==> src/rtl/idxload_pkg.sv <==
package idxload_pkg;

    // Controller states, in the order an accepted load visits them.
    typedef enum logic [2:0] {
        ST_IDLE      = 3'd0,
        ST_DECODE    = 3'd1,
        ST_LDMEM     = 3'd2,
        ST_WRITEBACK = 3'd3,
        ST_RETIRE    = 3'd4,
        ST_ILLEGAL   = 3'd5
    } state_e;

    typedef enum logic [1:0] {
        KIND_BAD = 2'd0,
        KIND_LW  = 2'd1,
        KIND_LWX = 2'd2
    } kind_e;

    localparam int unsigned INSN_W = 32;
    localparam int unsigned RIDX_W = 5;
    localparam int unsigned IMM_W  = 12;

    localparam logic [6:0] OPC_LOAD   = 7'b0000011;
    localparam logic [6:0] OPC_IDXLD  = 7'b0101011;
    localparam logic [2:0] F3_WORD    = 3'b010;
    localparam logic [6:0] F7_IDXLD   = 7'b0000000;

    typedef struct packed {
        kind_e                kind;
        logic [RIDX_W-1:0]    rd;
        logic [RIDX_W-1:0]    rs1;
        logic [RIDX_W-1:0]    rs2;
        logic [IMM_W-1:0]     imm;
    } dec_t;

endpackage

==> src/rtl/idxload_decoder.sv <==
module idxload_decoder
    import idxload_pkg::*;
(
    input  logic [INSN_W-1:0] insn,
    output dec_t              dec
);

    logic [6:0] opc;
    logic [2:0] f3;
    logic [6:0] f7;

    always_comb begin
        opc = insn[6:0];
        f3  = insn[14:12];
        f7  = insn[31:25];

        dec.rd  = insn[11:7];
        dec.rs1 = insn[19:15];
        dec.rs2 = insn[24:20];
        dec.imm = insn[31:20];

        if (opc == OPC_LOAD && f3 == F3_WORD) begin
            dec.kind = KIND_LW;
        end else if (opc == OPC_IDXLD && f3 == F3_WORD && f7 == F7_IDXLD) begin
            dec.kind = KIND_LWX;
        end else begin
            dec.kind = KIND_BAD;
        end
    end

endmodule

==> src/rtl/idxload_regfile.sv <==
module idxload_regfile #(
    parameter int unsigned XLEN  = 32,
    parameter int unsigned NREGS = 32
) (
    input  logic                     clk,
    input  logic                     rst_n,
    input  logic [$clog2(NREGS)-1:0] ra_a,
    output logic [XLEN-1:0]          rd_a,
    input  logic [$clog2(NREGS)-1:0] ra_b,
    output logic [XLEN-1:0]          rd_b,
    input  logic                     we,
    input  logic [$clog2(NREGS)-1:0] wa,
    input  logic [XLEN-1:0]          wd
);

    localparam int unsigned AW = $clog2(NREGS);

    logic [XLEN-1:0] regs_q [NREGS];

    // Entry zero is a constant; the others are individual registers.
    assign regs_q[0] = '0;

    generate
        for (genvar g = 1; g < NREGS; g++) begin : g_reg
            always_ff @(posedge clk or negedge rst_n) begin
                if (!rst_n) begin
                    regs_q[g] <= '0;
                end else if (we && wa == AW'(g)) begin
                    regs_q[g] <= wd;
                end
            end
        end
    endgenerate

    always_comb begin
        rd_a = regs_q[ra_a];
        rd_b = regs_q[ra_b];
    end

endmodule

==> src/rtl/idxload_agu.sv <==
module idxload_agu
    import idxload_pkg::*;
#(
    parameter int unsigned XLEN = 32
) (
    input  logic             use_index,
    input  logic [XLEN-1:0]  base,
    input  logic [XLEN-1:0]  index,
    input  logic [IMM_W-1:0] imm,
    output logic [XLEN-1:0]  addr
);

    localparam int unsigned EXT_W = XLEN - IMM_W;

    logic [XLEN-1:0] offset;
    logic [XLEN-1:0] imm_ext;

    always_comb begin
        imm_ext = {{EXT_W{imm[IMM_W-1]}}, imm};
        offset  = use_index ? index : imm_ext;
        addr    = base + offset;   // carry out is dropped: wraps modulo 2^XLEN
    end

endmodule

==> src/rtl/idxload_ctrl.sv <==
module idxload_ctrl
    import idxload_pkg::*;
(
    input  logic   clk,
    input  logic   rst_n,
    input  logic   instr_valid,
    input  kind_e  kind,
    input  logic   mem_ready,
    output state_e state,
    output logic   instr_ready,
    output logic   cap_insn,
    output logic   cap_addr,
    output logic   cap_data,
    output logic   mem_valid,
    output logic   wb_en,
    output logic   done,
    output logic   illegal
);

    state_e state_q;
    state_e state_d;

    // State register.
    always_ff @(posedge clk or negedge rst_n) begin
        if (!rst_n) begin
            state_q <= ST_IDLE;
        end else begin
            state_q <= state_d;
        end
    end

    // Transitions.
    always_comb begin
        state_d = state_q;
        unique case (state_q)
            ST_IDLE:      if (instr_valid) state_d = ST_DECODE;
            ST_DECODE:    state_d = (kind == KIND_BAD) ? ST_ILLEGAL : ST_LDMEM;
            ST_LDMEM:     if (mem_ready) state_d = ST_WRITEBACK;
            ST_WRITEBACK: state_d = ST_RETIRE;
            ST_RETIRE:    state_d = ST_IDLE;
            ST_ILLEGAL:   state_d = ST_IDLE;
            default:      state_d = ST_IDLE;
        endcase
    end

    // Outputs.
    always_comb begin
        instr_ready = 1'b0;
        cap_insn    = 1'b0;
        cap_addr    = 1'b0;
        cap_data    = 1'b0;
        mem_valid   = 1'b0;
        wb_en       = 1'b0;
        done        = 1'b0;
        illegal     = 1'b0;
        unique case (state_q)
            ST_IDLE: begin
                instr_ready = 1'b1;
                cap_insn    = instr_valid;
            end
            ST_DECODE: begin
                cap_addr = (kind != KIND_BAD);
            end
            ST_LDMEM: begin
                mem_valid = 1'b1;
                cap_data  = mem_ready;
            end
            ST_WRITEBACK: wb_en   = 1'b1;
            ST_RETIRE:    done    = 1'b1;
            ST_ILLEGAL:   illegal = 1'b1;
            default: ;
        endcase
    end

    assign state = state_q;

endmodule

==> src/rtl/idxload_unit.sv <==
module idxload_unit
    import idxload_pkg::*;
#(
    parameter int unsigned XLEN  = 32,
    parameter int unsigned NREGS = 32
) (
    input  logic              clk,
    input  logic              rst_n,
    input  logic              instr_valid,
    input  logic [31:0]       instr_word,
    output logic              instr_ready,
    output logic              mem_req_valid,
    output logic [XLEN-1:0]   mem_req_addr,
    input  logic              mem_ready,
    input  logic [XLEN-1:0]   mem_rdata,
    output logic              wb_en,
    output logic [4:0]        wb_rd,
    output logic [XLEN-1:0]   wb_data,
    output logic              done,
    output logic              illegal
);

    localparam int unsigned AW = $clog2(NREGS);

    logic [INSN_W-1:0] insn_q;
    logic [XLEN-1:0]   addr_q;
    logic [XLEN-1:0]   data_q;
    dec_t              dec;
    state_e            state;
    logic              cap_insn;
    logic              cap_addr;
    logic              cap_data;
    logic              wb_int;
    logic [XLEN-1:0]   rs1_val;
    logic [XLEN-1:0]   rs2_val;
    logic [XLEN-1:0]   ea;

    idxload_decoder u_dec (
        .insn (insn_q),
        .dec  (dec)
    );

    idxload_ctrl u_ctrl (
        .clk         (clk),
        .rst_n       (rst_n),
        .instr_valid (instr_valid),
        .kind        (dec.kind),
        .mem_ready   (mem_ready),
        .state       (state),
        .instr_ready (instr_ready),
        .cap_insn    (cap_insn),
        .cap_addr    (cap_addr),
        .cap_data    (cap_data),
        .mem_valid   (mem_req_valid),
        .wb_en       (wb_int),
        .done        (done),
        .illegal     (illegal)
    );

    idxload_regfile #(
        .XLEN  (XLEN),
        .NREGS (NREGS)
    ) u_rf (
        .clk   (clk),
        .rst_n (rst_n),
        .ra_a  (AW'(dec.rs1)),
        .rd_a  (rs1_val),
        .ra_b  (AW'(dec.rs2)),
        .rd_b  (rs2_val),
        .we    (wb_int),
        .wa    (AW'(dec.rd)),
        .wd    (data_q)
    );

    idxload_agu #(
        .XLEN (XLEN)
    ) u_agu (
        .use_index (dec.kind == KIND_LWX),
        .base      (rs1_val),
        .index     (rs2_val),
        .imm       (dec.imm),
        .addr      (ea)
    );

    // Datapath registers.
    always_ff @(posedge clk or negedge rst_n) begin
        if (!rst_n) begin
            insn_q <= '0;
            addr_q <= '0;
            data_q <= '0;
        end else begin
            if (cap_insn) insn_q <= instr_word;
            if (cap_addr) addr_q <= ea;
            if (cap_data) data_q <= mem_rdata;
        end
    end

    always_comb begin
        mem_req_addr = addr_q;
        wb_en        = wb_int;
        wb_rd        = dec.rd;
        wb_data      = data_q;
    end

endmodule

==> config.mk <==
export PLATFORM = sky130hd
export DESIGN_NAME = idxload_unit
export DESIGN_NICKNAME = d
export VERILOG_FILES = /design/src/rtl/idxload_pkg.sv /design/src/rtl/idxload_decoder.sv /design/src/rtl/idxload_regfile.sv /design/src/rtl/idxload_agu.sv /design/src/rtl/idxload_ctrl.sv /design/src/rtl/idxload_unit.sv
export SDC_FILE = /design/constraint.sdc
export NUM_CORES = 2
export LEC_CHECK = 0
export BUFFER_PORTS_ARGS = -buffer_cell sky130_fd_sc_hd__buf_2
export CAP_MARGIN = 20
export CORE_MARGIN = 2
export CORE_UTILIZATION = 50
export CTS_CLUSTER_SIZE = 40
export DETAILED_ROUTE_END_ITERATION = 10
export GPL_ROUTABILITY_DRIVEN = 0
export PLACE_DENSITY_LB_ADDON = 0.12
export SETUP_SLACK_MARGIN = 0.15
export SYNTH_ARGS = -nofsm -noshare
export SYNTH_HDL_FRONTEND = slang
export SYNTH_SLANG_ARGS = --single-unit
==> constraint.sdc <==
create_clock -name clk -period 7.05 [get_ports clk]
set_input_delay 1.41 -clock clk [delete_from_list [all_inputs] [get_ports clk]]
set_output_delay 1.41 -clock clk [all_outputs]
set_load 0.1 [all_outputs]
==> results.toml <==
[clock_network]
cts_tree = "yes"
numClockSinks = 1091
numCtsBuffers = 121
cts_setup_buffers = 0
htree_num_levels = 3
cts_buffer_depth = 3
clk-insertion-delay-late_ns = 0.73
clk_pin_slew_ns = 0.06
cts-root-buf = "clkbuf_16"
cts-hold-fix-buffers = 0
cts_resized = 0

[setup_path]
slowest_stage = "dfrtp_4"
ff2ff_path_depth = 16
cp_max_fo = 37
critPathKind = "reg -> reg"
r2r-end = "mem_req_addr[28]"
required_ns = 7.68
cpPeakStageDelay_ns = 0.99
startpoint_type = "flip-flop"
crit_chain = "nor2b_4 -> buf_4 -> a22o_1 -> mux4_2 -> mux2i_1 -> o21bai_1 -> ha_1 -> o21ai_0 -> o21ba_2 -> a211oi_1 -> nor2_1 -> o31a_1 -> o211a_1 -> a21oi_1 -> nor3_1 -> o31ai_1"
r2r_start = "insn_q[20]"
startpoint = "insn_q[20]"
arrival_ns = 6.44
worstSetupEndpointType = "flip-flop"
r2r_slack_ns = 1.23

[die]
die_area_mm2 = 0.119
initial_utilization = 0.502
ios = 142
die_h_um = 345
die_x_um = 345
core-area_mm2 = 0.116
rows = 125

[grt]
met1_usage = 0.421
grt_first_pass_wirelength_um = 264000
antenna_found_initial = 3
busiest_layer = "met2"
use_met2 = 0.479
grt_use_total = 0.301
grt_pass1_vias = 38200
gr-total-overflow = 0
grt_max_degree = 172
use_met3 = 0.0508

[timing]
period_needed_ns = 5.82
worst_pin_slew_ns = 1.14
rsz0062_at_grt = "false"
finalMaxSlewViolations = 0
fin_worst_skew_ns = 0.0307
setup_violations = 0
hold_viol = 0
fmax_ghz = 0.172
relSlewSlack = 0.242
finalSetupTns_ns = 0
period_share = 0.825

[status]
status = "complete, no violations"

[hold_path]
holdPathEnd = "mem_req_addr[11]"
min_from = "mem_req_addr[11]"
whs_path_depth = 2
hp-class = "reg -> reg"

[synthesis]
yosysMostFrequentCell = "mux2_2"
synth_nets = 3797
synth_top_cell_area_share = 0.469
synth-seq-cells = 1091
ys_types = 61
syn_area_mm2 = 0.0582
synth_common_cells = "mux2_2 (1148), dfrtp_1 (1091), mux4_2 (573)"
seq_area_frac_synth = 0.469
netlist.top_cell.by_area = "dfrtp_1"
synth_edf_count = 0
synthCells = 3697
avgSynthCellArea_um2 = 15.7
synth.area.top_cells = "dfrtp_1 (47%), mux2_2 (22%), mux4_2 (22%)"
yosysWarnings = 0
synthFlopType = "dfrtp_1"
synthArstFlopShare = 1.00

[drt]
drt_iter0_drc = 2792
drc = 0
route.vias.total = 35600
vias_per_cell = 6.73
drt-total-wl_um = 177000
ant_nets = 0
drt-pass1-iter-count = 6
wl_per_cell_um = 33.4

[pwr]
p_leak_nw = 29.8
vdd_drop_max_v = 0.000263
pwr_density_cell_mw_per_mm2 = 289

[finish]
utilization = 0.557
n_fill_cell = 9033
stdcell_area_mm2 = 0.0645
nNetsFinal = 3770
drive_gt1_frac = 0.583
area_growth_pct = 10.8

[place]
dpl.hpwl_um = 98200
place_area_mm2 = 0.0605
io_buffers = 141

[flow_run]
cap_violations = 0
## where the power goes
group	internal, W	leakage, nW	switching [W]
combinational	0.00203	12.8	0.00313
clock	0.00367	1.93	0.00261
sequential	0.00640	15.1	0.000809
total	0.0121	29.8	0.00655
## through the flow
| stage | setup slack, ns | hold slack (ns) | power [W] | std cells |
|---|---|---|---|---|
| 6_report | 1.23 | 0.481 | 0.0187 | 5289 |
| 5_1_grt | 0.907 | 0.520 | 0.0194 | 5287 |
| 4_1_cts | 1.27 | 0.487 | 0.0188 | 5283 |
| 3_5_place_dp | 1.31 | 0.474 | 0.0125 | 5067 |
| 3_3_place_gp | 1.22 | 0.459 | 0.0125 | 5066 |
| 2_1_floorplan | 2.24 | 0.470 | 0.0106 | 3697 |
## state kept, by name (all words and copies together) (netlist names)
register and count:
insn_q 32, u_ctrl.state 3, mem_req_addr 32, u_rf.regs_q 992, wb_data 32
## cell usage in the layout, fill, tap and decap left out, types with 10 or more instances in the layout
cell type	netlist	final
clkbuf_16	0	121
nor2_1	34	23
a21oi_1	37	37
nor3_1	13	10
buf_12	0	27
nand2b_1	14	12
mux2_2	1148	1148
clkbuf_1	231	35
o21bai_1	31	31
mux2i_1	34	34
ha_1	31	31
xnor2_1	15	15
xor2_1	11	11
nor2_4	0	11
o21ai_0	41	41
clkbuf_8	0	33
a22o_1	62	62
nand2_1	65	56
buf_4	6	61
buf_2	85	140
dfrtp_1	1091	1081
clkinv_2	0	13
mux4_2	573	573
## area by class of cell
class / instances / area [um^2] / share of cell area
antenna: 2 / 5.00 / 0.0000776
timing repair buffer: 232 / 1800 / 0.0279
sequential: 1091 / 27300 / 0.424
clock inverter: 27 / 307 / 0.00475
tap: 1524 / 1910 / 0.0296
multi-input combinational: 2216 / 29500 / 0.457
inverter: 8 / 30.0 / 0.000466
clock buffer: 189 / 3610 / 0.0560
## cell families after synthesis
logic type | count (synthesis) | share of synthesized area
DFF | 1091 | 0.469
adders and majority gates | 32 | 0.00701
AOI/OAI and AO/OA | 213 | 0.0256
muxes | 1761 | 0.451
xor gates and xnor gates | 26 | 0.00391
buffers and inverters | 390 | 0.0276
and+or+nand+nor | 184 | 0.0160
## how the worst max path moves through the flow
stage                             to  slack (ns)  cells past startpoint
CTS                 mem_req_addr[28]        1.27                     16
global route        mem_req_addr[25]        0.91                     15
floorplan           mem_req_addr[28]        2.24                     18
detailed placement  mem_req_addr[25]        1.31                     15
global placement    mem_req_addr[25]        1.22                     15
finish              mem_req_addr[28]        1.23                     16
## critical path: cells and delay by family (launching register included)
family                   cells  cell delay [ns]
AND/OR/NAND/NOR              3             0.66
AO/OA/AOI/OAI                9             2.49
adder cells (fa/ha/maj)      1             0.38
multiplexers                 2             0.75
buffers and inverters        1             0.37
flip-flops                   1             0.99
## metal layers
metal  up-vias  share of wire
li1      14300              -
met1     19600           0.42
met2      1362           0.48
met3       325          0.066
met4         0          0.035
met5         -              0
(Power assumes the default switching activity.)
